File: src/rtl/usb_out_status_pkg.sv
package usb_out_status_pkg;

  typedef enum logic [1:0] {
    HS_ACK   = 2'b00,
    HS_NAK   = 2'b01,
    HS_STALL = 2'b10
  } hs_e;

  // Saturate a received byte count to the field limit.
  function automatic logic [3:0] clamp_cnt(input logic [7:0] raw, input logic [3:0] lim);
    return (raw > {4'b0000, lim}) ? lim : raw[3:0];
  endfunction

  // Handshake for a non-SETUP token: stall beats busy beats accept.
  function automatic hs_e out_handshake(input logic stalled, input logic busy);
    if (stalled)   return HS_STALL;
    else if (busy) return HS_NAK;
    else           return HS_ACK;
  endfunction

endpackage

File: src/rtl/ost_capture.sv
module ost_capture
  import usb_out_status_pkg::*;
#(
  parameter int MAX_BYTES = 8
) (
  input  logic       clk,
  input  logic       rst_n,
  input  logic       cap_en,
  input  logic       cap_setup,
  input  logic [1:0] ep_num,
  input  logic       pid_odd,
  input  logic [7:0] raw_cnt,
  output logic [1:0] ep_q,
  output logic       tog_q,
  output logic [3:0] cnt_q,
  output logic       ovf_q,
  output logic       ovf_evt
);
  localparam logic [3:0] LIM = 4'(MAX_BYTES);

  assign ovf_evt = cap_en && (raw_cnt > {4'b0000, LIM});

  always_ff @(posedge clk or negedge rst_n) begin
    if (!rst_n) begin
      ep_q  <= 2'b00;
      tog_q <= 1'b0;
      cnt_q <= 4'd0;
      ovf_q <= 1'b0;
    end else begin
      if (cap_en) begin
        ep_q  <= cap_setup ? 2'b00 : ep_num;
        tog_q <= pid_odd;
        cnt_q <= clamp_cnt(raw_cnt, LIM);
      end
      if (ovf_evt) ovf_q <= 1'b1;
    end
  end
endmodule

File: src/rtl/ost_setup_ctl.sv
module ost_setup_ctl (
  input  logic clk,
  input  logic rst_n,
  input  logic setup_evt,
  input  logic rd_done,
  output logic flag_q,
  output logic flush_q,
  output logic stall_clr
);
  logic flag_d;

  always_ff @(posedge clk or negedge rst_n) begin
    if (!rst_n) begin
      flag_q  <= 1'b0;
      flag_d  <= 1'b0;
      flush_q <= 1'b0;
    end else begin
      if (setup_evt)    flag_q <= 1'b1;
      else if (rd_done) flag_q <= 1'b0;
      flag_d  <= flag_q;
      flush_q <= setup_evt;
    end
  end

  assign stall_clr = flag_q & ~flag_d;
endmodule

File: src/rtl/ost_hs_arb.sv
module ost_hs_arb
  import usb_out_status_pkg::*;
(
  input  logic       setup_evt,
  input  logic       out_evt,
  input  logic       ep_stall,
  input  logic       ep_busy,
  output logic       hs_valid,
  output logic [1:0] hs_code
);
  hs_e sel;

  always_comb begin
    if (setup_evt) sel = HS_ACK;
    else           sel = out_handshake(ep_stall, ep_busy);
  end

  assign hs_valid = setup_evt | out_evt;
  assign hs_code  = sel;
endmodule

File: src/rtl/usb_out_status.sv
module usb_out_status
  import usb_out_status_pkg::*;
#(
  parameter int         CNT_W     = 4,
  parameter int         MAX_BYTES = 8,
  parameter logic [1:0] REV       = 2'b11
) (
  input  logic             clk,
  input  logic             rst_n,
  input  logic             setup_tok,
  input  logic             out_tok,
  input  logic [1:0]       ep_num,
  input  logic             data_pid_odd,
  input  logic [CNT_W-1:0] rx_count,
  input  logic             rd_done,
  input  logic             ep1_out_en,
  input  logic             ep2_out_en,
  input  logic             ep_stall,
  input  logic             ep_busy,
  output logic [7:0]       status,
  output logic             flush_in,
  output logic             stall_clr,
  output logic             hs_valid,
  output logic [1:0]       hs_code,
  output logic             err_ovf
);
  localparam logic [1:0] EP_NONE = 2'b11;

  // Named internal events for the checker.
  logic       setup_evt;
  logic       out_evt;
  logic       cap_evt;
  logic       ovf_evt;
  logic [1:0] ep_q;
  logic       tog_q;
  logic [3:0] cnt_q;
  logic       flag_q;
  logic       show_ep;

  assign setup_evt = setup_tok;
  assign out_evt   = out_tok && (ep_num != EP_NONE) && !setup_tok;
  assign cap_evt   = setup_evt | out_evt;
  assign show_ep   = ep1_out_en | ep2_out_en;

  ost_capture #(.MAX_BYTES(MAX_BYTES)) u_cap (
    .clk      (clk),
    .rst_n    (rst_n),
    .cap_en   (cap_evt),
    .cap_setup(setup_evt),
    .ep_num   (ep_num),
    .pid_odd  (data_pid_odd),
    .raw_cnt  (8'(rx_count)),
    .ep_q     (ep_q),
    .tog_q    (tog_q),
    .cnt_q    (cnt_q),
    .ovf_q    (err_ovf),
    .ovf_evt  (ovf_evt)
  );

  ost_setup_ctl u_setup (
    .clk      (clk),
    .rst_n    (rst_n),
    .setup_evt(setup_evt),
    .rd_done  (rd_done),
    .flag_q   (flag_q),
    .flush_q  (flush_in),
    .stall_clr(stall_clr)
  );

  ost_hs_arb u_hs (
    .setup_evt(setup_evt),
    .out_evt  (out_evt),
    .ep_stall (ep_stall),
    .ep_busy  (ep_busy),
    .hs_valid (hs_valid),
    .hs_code  (hs_code)
  );

  assign status = {(show_ep ? ep_q : REV), tog_q, flag_q, cnt_q};
endmodule

File: config.mk
export PLATFORM = sky130hd
export DESIGN_NAME = usb_out_status
export DESIGN_NICKNAME = d
export VERILOG_FILES = /design/src/rtl/usb_out_status_pkg.sv /design/src/rtl/ost_capture.sv /design/src/rtl/ost_setup_ctl.sv /design/src/rtl/ost_hs_arb.sv /design/src/rtl/usb_out_status.sv
export SDC_FILE = /design/constraint.sdc
export NUM_CORES = 1
export LEC_CHECK = 0
export BUFFER_PORTS_ARGS = -buffer_cell sky130_fd_sc_hd__buf_2
export CAP_MARGIN = 5
export CELL_PAD_IN_SITES_DETAIL_PLACEMENT = 0
export CELL_PAD_IN_SITES_GLOBAL_PLACEMENT = 1
export CORE_MARGIN = 4
export CORE_UTILIZATION = 26
export DETAILED_ROUTE_END_ITERATION = 12
export PLACE_DENSITY = 0.74
export SYNTH_ARGS = -nofsm -noshare
export SYNTH_HDL_FRONTEND = slang
export SYNTH_SLANG_ARGS = --single-unit
File: constraint.sdc
create_clock -name clk -period 0.8 [get_ports clk]
set_input_delay 0.08 -clock clk [delete_from_list [all_inputs] [get_ports clk]]
set_output_delay 0.08 -clock clk [all_outputs]
set_load 0.005 [all_outputs]
# Yosys cells after proc, flatten, opt, wreduce, memory -nomap -nowiden

Index checks and enable logic that the tools add are counted.

Register bits: 11
Input port bits: 16
Output and inout bits: 14
Word-level logic and storage cells: 26

$lt $le $gt $ge: 1
Equal/unequal tests: 1
Mux-type cells: 8
Bitwise logic cells: 4
Reduce and logical (&&, ||, !) cells: 5

Operator list:

| kind                                                  | count |
|---|---|
| 2-bit 2-to-1 mux                                      | 4 |
| 4-bit greater-than comparator (second input constant) | 1 |
| 4-bit 2-to-1 mux                                      | 1 |
| 1-bit logical AND                                     | 3 |
| 1-bit 2-to-1 mux                                      | 3 |
| 2-bit inequality test (second input constant)         | 1 |
| 1-bit bitwise OR                                      | 2 |
| 2-bit nonzero test                                    | 1 |
| 1-bit AND                                             | 1 |
| 1-bit zero test                                       | 1 |
| 1-bit inverter                                        | 1 |

# Logic depth before layout (Yosys ltp)

Gate-level depths: netlist of the first run.

Depth in word-level cells: 5
Depth in mapped cells: 4
Mapped depth without buffers: 3

# Hierarchy

A second synthesis of the first run with hierarchy kept.

Cell total of the unflattened synthesis: 49
Area, all modules: 519.2 um^2

By module, submodules not included:

| module         | instances | cells each | area each (um^2) | seq. area each (um^2) |
|---|---|---|---|---|
| ost_capture    | 1         | 32         | 352.8            | 200.2 |
| ost_setup_ctl  | 1         | 6          | 92.6             | 75.1 |
| usb_out_status | 1         | 8          | 53.8             | 0.0 |
| ost_hs_arb     | 1         | 3          | 20.0             | 0.0 |

# Worst setup path after synthesis of the first run

OpenSTA, ideal clock, no wires.

Path type: input -> register
Start: input port out_tok
End: register u_cap.cnt_q[3]
Setup time: 125 ps
Arrival time: 814 ps
Required time: 675 ps
Path slack: -139 ps
Cell stages on the path: 4
Path buffers: 1
Cells stage by stage: a21bo_1 and2_4 buf_6 mux2_4

Word-level cells in the longest chain between the ends: 3

Ends and longest elaborated chain:

| element                        | RTL line             | RTL |
|---|---|---|
| start: declaration             | usb_out_status.sv:11 | `input logic out_tok,` |
| 1-bit logical AND (2 in a row) | usb_out_status.sv:41 | `assign out_evt = out_tok && (ep_num != EP_NONE) && !setup_tok;` |
| 1-bit bitwise OR               | usb_out_status.sv:42 | `assign cap_evt = setup_evt \| out_evt;` |
| end signal: assignment         | ost_capture.sv:33    | `cnt_q <= clamp_cnt(raw_cnt, LIM);` |
| end: declaration               | ost_capture.sv:15    | `output logic [3:0] cnt_q,` |

Every way passes these cells.
A chain may end at the register's enable or synchronous reset.

# Final worst setup path of the first run

Start: register u_cap.ep_q[0]
End: output port status[6]

Word-level cells in the longest chain between the ends: 1

Ends and longest elaborated chain:

| element                  | RTL line             | RTL |
|---|---|---|
| start: declaration       | ost_capture.sv:13    | `output logic [1:0] ep_q,` |
| start signal: assignment | ost_capture.sv:31    | `ep_q <= cap_setup ? 2'b00 : ep_num;` |
| 2-bit 2-to-1 mux         | usb_out_status.sv:79 | `assign status = {(show_ep ? ep_q : REV), tog_q, flag_q, cnt_q};` |
| end: declaration         | usb_out_status.sv:20 | `output logic [7:0] status,` |

Every way passes these cells.

==> results.md, run 1 <==
- Syn_area_per_cell: 12.2 um2
- Leakage: 0.000403 uW
- Placed Cells: 93
- Setup crit end kind: primary output
- Die Area: 2580 um2
- CTS Sinks: 11
- XOR/XNOR Fraction of Synth Area: 0%
- Input/output buffers: 29
- FF+latch count, synth: 11
- Antenna violations before repair: 0
- Crit path max fanout: 2
- DR vias: 432
- Layout fillers: 184
- Layout area overhead: 58.7%
- ANT cells: 0
- Worst slew pin tran: 0.259 ns
- Detailed router's first-iteration violation count: 2
- Placeable Area: 1730 um2
- Busiest layer in global routing: met2
- Hpwl dp: 863 um
- PwrDens: 1630 nW/um2
- Largest net degree at the start of global routing: 12
- Peak supply drop: 0.000709 V
- Status: complete, but fails checks
- Horiz. Die Dim: 50.8 um
- Synth warn: 0
- DRT antenna net count: 0
- Clock buffer depth: 2
- Met3 GRT Util: 3.56%
- Wirelength per Cell: 10.8 um
- First-pass GRT wire length: 1660 um
- Max-Cap Viols: 0
- Final WS setup: -0.192 ns
- HP Class: in -> reg
- Drt first pass iters: 2
- Die height: 50.8 um
- Number of global-route vias before repair: 410
- Tcrit/Tclk final: 124%
- Max Fclk: 1.01 GHz
- Finished Layout Cells: 105
- Layout Skew: 0.000166 ns
- Vias per inst: 4.11
- Worst rel slew slack: 82.7%
- Multi-input gate area: 171 um2
- Proportion of layout cells with a drive suffix above 1: 60.0%
- Post-synthesis mux area share: 6.32%
- Final RePlAce weighted congestion: 0.620
- Total wire length: 1140 um
- M1 GR Usage: 10.2%
- Ports: 30
- TritonCTS buffer count: 3
- Failing checks: negative setup slack
- Post-synthesis sequential area ratio: 57.9%
- # DRC: 0
- Compound-Gate Fraction of Synth Area: 16.1%
- Slew Viols, Final: 0
- Mapped Cells: 39
- TritonCTS clock tree: built
- Met2 Use GR: 13.9%
- Post-Synth Simple-Gate Area: 11.8%
- Register Area: 275 um2
- Final hold viol count: 0
- Total track usage: 9.11%
- RSZ-0062 raised after global routing: true
- Tmin final: 0.992 ns
- CTS Root Cell: clkbuf_4
- Setup violators final: 13
- Worst-skew pair later-pin latency: 0.27 ns
- Initial core utilization: 27.5%
- Post-synthesis net count: 55
- Adder-Cell Fraction of Synth Area: 0%
- H-tree depth: 1
- Largest family of logic cells by synthesized area: compound AO/OA/AOI/OAI gates
- CP Launch Type: flip-flop
- Critical path arrival: 0.91 ns
- Netlist cell types: 16
- Netlist Area Pre-Place: 475 um2
- Req. time, crit path: 0.72 ns
- Finished Core Util: 43.7%
- Row count: 15
- Reg clk slew, reported paths: 0.07 ns
- CP Class: reg -> out
- Gr ovfl total: 0
- Fin nets: 97
[worst paths after layout]
kind / endpoint / slack, ns / depth (start not counted) / start
setup / recovery: status[6] / -0.19 / 2 / u_cap.ep_q[0]$_DFFE_PN0P_
setup reg to reg: u_cap.cnt_q[2]$_DFFE_PN0P_ / -0.02 / 2 / u_cap.cnt_q[2]$_DFFE_PN0P_
hold / removal: u_cap.tog_q$_DFFE_PN0P_ / 0.05 / 2 / data_pid_odd
hold reg to reg: u_setup.flag_d$_DFF_PN0_ / 0.41 / 0 / u_setup.flag_q$_DFFE_PN0P_
min in group asynchronous: u_setup.flush_q$_DFF_PN0_ / 0.22 / 2 / rst_n
max in group asynchronous: u_cap.cnt_q[2]$_DFFE_PN0P_ / 0.37 / 2 / rst_n
[through the flow]
stage | worst slack, ns | setup TNS (ns) | instance area [um2] | power (uW) | hold WS (ns)
after floorplan | -0.120 | -0.381 | 475 | 718 | -0.216
after global placement | -0.171 | -0.639 | 648 | 822 | -0.0424
after detailed placement | -0.186 | -0.680 | 648 | 825 | -0.0330
after CTS | -0.207 | -1.08 | 724 | 1240 | 0.0397
after global routing | -0.230 | -1.55 | 754 | 1320 | 0.0271
final | -0.192 | -0.904 | 754 | 1230 | 0.0483
[synth_stat cells]
cell type  instances  area, um2
and2_4             1       8.76
buf_4              2       15.0
mux2_4             2       30.0
o21bai_1           3       22.5
nor3b_1            1       7.51
a21bo_1            1       10.0
nor2_1             3       11.3
nor2b_1            3       18.8
buf_6              1       11.3
a22o_1             3       26.3
o31ai_1            1       7.51
o21ai_0            1       5.00
dfrtp_1           11        275
inv_1              3       11.3
a21oi_1            1       5.00
nor3_1             2       10.0
[state kept, by name, summed over array words and instances, names as in the netlist]
| name | count |
|---|---|
| u_cap.tog_q | 1 |
| u_setup.flush_q | 1 |
| u_cap.ep_q | 2 |
| u_cap.ovf_q | 1 |
| u_setup.flag_d | 1 |
| u_setup.flag_q | 1 |
| u_cap.cnt_q | 4 |
[cell families (layout without fill, tap and decap cells)]
| kind of cell | count (synthesis) | after routing |
|---|---|---|
| AOI/OAI and AO/OA | 10 | 10 |
| buffers and inverters | 6 | 47 |
| DFF | 11 | 11 |
| muxes | 2 | 2 |
| and+or+nand+nor | 10 | 10 |
[timing repair]
item,CTS,global route
cloned,0,0
hold buffers,2,0
resized for setup,1,5
endpoints found under the setup margin,11,16
endpoints found under the hold margin,12,0
pin swaps,1,1
setup buffers,4,3
[layout by cell type, fill, tap and decap left out]
cell type and count:
buf_2 28, dfrtp_1 11, buf_4 9, o21bai_1 3
nor2b_1 3, nor2_1 3, a22o_1 3, clkbuf_4 3
inv_2 2, mux2_4 2, nor3_1 2, dlygate4sd3_1 2
nor3b_2 1, inv_1 1, a21bo_1 1, and2_4 1
a21oi_1 1, o31ai_1 1, o21ai_2 1, clkbuf_1 1
buf_6 1
[report_power, final]
part | switching [uW] | leakage, uW | internal (uW)
logic | 98.9 | 0.000257 | 151
clock network | 183 | 0.0000150 | 193
registers | 16.4 | 0.000131 | 592
[final cells by class]
type                    instances  share of cell area, %
multi-input cells              22                   22.7
well taps                      25                   4.15
repair buffers                 40                   31.7
flip-flops and latches         11                   36.5
clock buffers                   4                   3.48
inverters                       3                   1.49
[critical path, cell delays in order, from the launching register on]
cell and delay, ns:
dfrtp_1 0.38, o21bai_1 0.14, buf_2 0.12
[per-layer routing]
metal,vias up,wire [um]
li1,213,-
met1,204,512
met2,13,552
met3,2,52
met4,0,19
met5,-,0
(Power assumes the default switching activity.)
==> run 2: changes to the inputs <==
CORE_MARGIN = not set   (was 4)
CORE_UTILIZATION = 28   (was 26)
PLACE_DENSITY = 0.76   (was 0.74)
clock period = 1.1 ns   (was 0.8 ns; I/O delays follow)
==> run 2 against run 1 <==
The run now ends clean. Total power decreased by 32%. Clock power decreased by 30%. Register-to-register slack improved by 0.38 ns. Critical path depth unchanged. Wire length decreased by 15%. Worst setup slack improved by 0.28 ns. Utilization decreased by 1.5 points. Combinational power decreased by 44%. Clock skew about the same. Final cell count decreased by 18%. Sequential cell count unchanged. Die area decreased by 28%. Critical path type unchanged. Critical endpoint unchanged. Largest power group unchanged.
==> results.md, run 2 (synthesized netlist as in run 1, its figures left out) <==
- Final hold viol count: 0
- Most common cell after layout, fill and taps aside: buf_2
- Max Fclk: 0.986 GHz
- Vias per inst: 4.44
- Post-CTS resize count: 0
- CTS Root Cell: clkbuf_4
- Top flop regs: u_cap.cnt_q x4, u_cap.ep_q x2
- Clock buffer depth: 2
- TritonCTS buffer count: 3
- Number of global-route vias before repair: 357
- Tcrit/Tclk final: 92.2%
- CTS Sinks: 11
- Placeable Area: 1540 um2
- CP Launch Type: flip-flop
- Crit path max fanout: 2
- Total track usage: 11.5%
- Multi-input gate area: 163 um2
- Setup violators final: 0
- Gr ovfl total: 0
- Setup crit end kind: primary output
- Detailed router's first-iteration violation count: 1
- Slew Viols, Final: 0
- Max reg flops: 4
- CP Class: reg -> out
- Worst slew pin tran: 0.244 ns
- Total wire length: 962 um
- Drt first pass iters: 3
- Flop2flop setup slack: 0.36 ns
- Die height: 43.2 um
- Status: finished clean
- Input/output buffers: 29
- Most frequent cells in the layout: buf_2, dfrtp_1
- Reg clk slew, reported paths: 0.07 ns
- Cts hold-fix bufs: 1
- Die Area: 1870 um2
- Initial core utilization: 30.8%
- DRT antenna net count: 0
- First-pass GRT wire length: 1520 um
- Max-Cap Viols: 0
- Post-Route Setup TNS: 0 ns
- # DRC: 0
- Critical path arrival: 0.90 ns
- Peak supply drop: 0.000548 V
- Layout area overhead: 36.8%
- CP endpoint: status[6]
- H-tree depth: 1
- Register Area: 275 um2
- Hold depth: 1
- Crit path from: u_cap.ep_q[0]$_DFFE_PN0P_
- Hpwl dp: 778 um
- Reg power frac: 52.5%
- Antenna violations before repair: 0
- HP Class: in -> reg
- Row count: 14
- Proportion of layout cells with a drive suffix above 1: 50.0%
- RSZ-0062 raised after global routing: false
- Req. time, crit path: 0.99 ns
- DR vias: 382
- RR Endpoint: u_cap.cnt_q[3]$_DFFE_PN0P_
- Worst-skew pair later-pin latency: 0.26 ns
- Fin nets: 87
- Leakage: 0.000352 uW
- Sw power: 195 uW
- Setup bufs post-CTS: 0
- Clock power share: 31.0%
- Final RePlAce weighted congestion: 0.769
- Internal power: 649 uW
- TritonCTS clock tree: built
- Tmin final: 1.01 ns
- Ports: 30
- Largest net degree at the start of global routing: 12
- Largest Register: u_cap.cnt_q
- Horiz. Die Dim: 43.2 um
- Finished Core Util: 42.2%
- PwrDens: 1300 nW/um2
- Layout Skew: 0.0000236 ns
- Wirelength per Cell: 11.2 um
- Reg2reg start: u_cap.cnt_q[3]$_DFFE_PN0P_
- ANT cells: 0
- Layout fillers: 166
- R2R cell count: 1
- Sw Share: 23.1%
- Logic pwr share: 16.5%
- Worst rel slew slack: 83.8%
[run 2: worst min-delay path by stage]
stage                     slack, ns                    endpoint  startpoint
after floorplan               -0.19  u_cap.cnt_q[0]$_DFFE_PN0P_       rst_n
after global placement        -0.01   u_setup.flush_q$_DFF_PN0_       rst_n
after detailed placement     -0.008   u_setup.flush_q$_DFF_PN0_       rst_n
after CTS                      0.02   u_setup.flush_q$_DFF_PN0_   setup_tok
after global routing           0.02   u_setup.flush_q$_DFF_PN0_   setup_tok
final                          0.03   u_setup.flush_q$_DFF_PN0_   setup_tok
[run 2: power groups by stage]
stage               sequential [uW]  clock (uW)  combinational, uW
finish                          444         262                139
global route                    447         297                158
CTS                             443         277                144
detailed placement              451           0                140
global placement                451           0                136
floorplan                       451           0               70.8
[run 2: per-stage QoR]
step | instances | instance area, um2 | worst slack [ns] | power (uW) | hold WS (ns)
detailed placement | 81 | 614 | 0.0621 | 591 | -0.00769
global route | 86 | 651 | 0.0285 | 901 | 0.0168
finish | 86 | 651 | 0.0855 | 844 | 0.0253
global placement | 81 | 614 | 0.0942 | 587 | -0.0150
floorplan | 39 | 475 | 0.131 | 522 | -0.186
CTS | 86 | 651 | 0.0718 | 864 | 0.0207
[run 2: area by class of cell]
type                       instances  area share [%]
timing repair buffer              30            23.8
inverter                           3            1.73
sequential                        11            42.3
clock buffer                       4            4.04
tap                               16            3.08
multi-input combinational         22            25.0
[run 2: worst max-delay path, stage by stage (launching register included)]
cell and delay (ns):
dfrtp_1 0.38, o21bai_1 0.14, buf_2 0.12
[run 2: layer usage]
layer  GRT usage, %  vias up  wire [um]
li1               -      196          -
met1           13.6      167        422
met2           18.5       17        461
met3           2.55        2         59
met4           7.27        0         19
met5              0        -          0
==> run 3: changes to the inputs <==
SETUP_SLACK_MARGIN = 0.2   (was not set)
==> run 3 against run 2 <==
Combinational power rose by 22%. First-iteration DRC count shrank 100%. Clock-buffer cell count did not move. Fmax down 0.94%. Critical path type unchanged. Highest routed layer unchanged.
==> results.md, run 3 (synthesized netlist as in run 1, its figures left out) <==
- ANT cells: 0
- Number of global-route vias before repair: 357
- Proportion of layout cells with a drive suffix above 1: 55.8%
- Final hold viol count: 0
- Crit path largest cell delay: 0.38 ns
- Tmin final: 1.02 ns
- Detailed router's first-iteration violation count: 0
- Min-Delay Startpoint: rd_done
- Status: finished clean
- Most frequent cells in the layout: buf_2, dfrtp_1, buf_4
- Drt first pass iters: 1
- CP bufs+invs: 1
- Placeable Area: 1540 um2
- Die height: 43.2 um
- Layout area overhead: 47.9%
- PwrDens: 1250 nW/um2
- CP top delay family: flip-flops
- Horiz. Die Dim: 43.2 um
- CP Class: reg -> out
- Hpwl dp: 766 um
- Worst-skew pair later-pin latency: 0.26 ns
- Fin nets: 94
- Pre-CTS setup slack: 0.0926 ns
- CTS Sinks: 11
- Reg2reg start: u_cap.tog_q$_DFFE_PN0P_
- Max Fclk: 0.976 GHz
- Max-Cap Viols: 0
- Largest Register: u_cap.cnt_q
- Die Area: 1870 um2
- DRT antenna net count: 0
- Req. time, crit path: 0.99 ns
- TritonCTS buffer count: 3
- Top flop regs: u_cap.cnt_q x4, u_cap.ep_q x2
- Ports: 30
- CP Launch Type: flip-flop
- CTS Root Cell: clkbuf_4
- Critical path arrival: 0.91 ns
- Worst slew pin tran: 0.254 ns
- Slew Viols, Final: 0
- Most common cell after layout, fill and taps aside: buf_2
- Crit path max fanout: 2
- Gr ovfl total: 0
- Initial core utilization: 30.8%
- Total track usage: 11.1%
- Input/output buffers: 29
- Post-Route Setup TNS: 0 ns
- Setup crit end kind: primary output
- Antenna violations before repair: 0
- Vias per inst: 4.45
- TritonCTS clock tree: built
- H-tree depth: 1
- Worst rel slew slack: 83.1%
- Wirelength per Cell: 10.6 um
- Layout Skew: 0.000456 ns
- # DRC: 0
- Final WS setup: 0.0759 ns
- Final RePlAce weighted congestion: 0.786
- Hold_ws: 0.0154 ns
- Reg clk slew, reported paths: 0.07 ns
- Clock buffer depth: 2
- Finished Core Util: 45.6%
- Crit path cell chain: o21bai_1 > buf_2
- Largest net degree at the start of global routing: 12
- DR vias: 414
- Max reg flops: 4
- HP Class: in -> reg
- Setup violators final: 0
- Row count: 14
- Slowest stage cell, crit path: dfrtp_1
- Peak supply drop: 0.000471 V
- RSZ-0062 raised after global routing: true
- First-pass GRT wire length: 1460 um
- Tcrit/Tclk final: 93.1%
- Leakage: 0.000384 uW
- Total wire length: 985 um
- Crit path from: u_cap.ep_q[1]$_DFFE_PN0P_
==> run 3: changes by cell type in the layout (fill, tap and decap cells not counted) <==
cell     previous run  this run
buf_4               0         7
inv_2               0         1
o21ai_0             1         0
o21ai_1             0         1
inv_1               3         2
==> run 3: metal layers <==
metal | share of wire, % | GRT usage (%) | vias up
met5 | 0 | 0 | -
met1 | 43 | 14.1 | 187
met4 | 2.5 | 7.27 | 0
met3 | 5.5 | 2.98 | 4
met2 | 49 | 16.4 | 15
li1 | - | - | 208
==> run 3: worst paths after layout <==
kind | endpoint | cells after the start | slack, ns
min in group asynchronous | u_setup.flush_q$_DFF_PN0_ | 2 | 0.24
max | status[7] | 2 | 0.08
max reg2reg | u_cap.tog_q$_DFFE_PN0P_ | 2 | 0.25
min | u_setup.flag_q$_DFFE_PN0P_ | 2 | 0.02
max in group asynchronous | u_cap.cnt_q[0]$_DFFE_PN0P_ | 2 | 0.65
min reg2reg | u_cap.ovf_q$_DFFE_PN0P_ | 1 | 0.48
==> run 3: power breakdown <==
part / internal [uW] / switching (uW)
sequential: 431 / 12.2
combinational: 102 / 67.3
clock: 140 / 130
==> run 3: repair_timing <==
| item | in CTS | in global routing |
|---|---|---|
| buffers inserted | 2 | 5 |
| hold endpoints to repair | 11 | 0 |
| hold buffers | 1 | 0 |
| resized for setup | 0 | 2 |
| pin swaps | 1 | 0 |
| endpoints found under the setup margin | 3 | 11 |
==> run 3: per-stage QoR <==
| step | area [um2] | total power, uW | cells |
|---|---|---|---|
| after floorplan | 475 | 522 | 39 |
| after global placement | 614 | 588 | 81 |
| after detailed placement | 614 | 591 | 81 |
| after CTS | 666 | 871 | 88 |
| after global routing | 703 | 939 | 93 |
| final | 703 | 882 | 93 |
==> run 3: layout make-up <==
class / count / area [um2]
flip-flops and latches: 11 / 275
well taps: 16 / 20.0
inverters: 3 / 11.3
multi-input cells: 22 / 163
repair buffers: 37 / 208
fillers: 160 / 838
clock buffers: 4 / 26.3
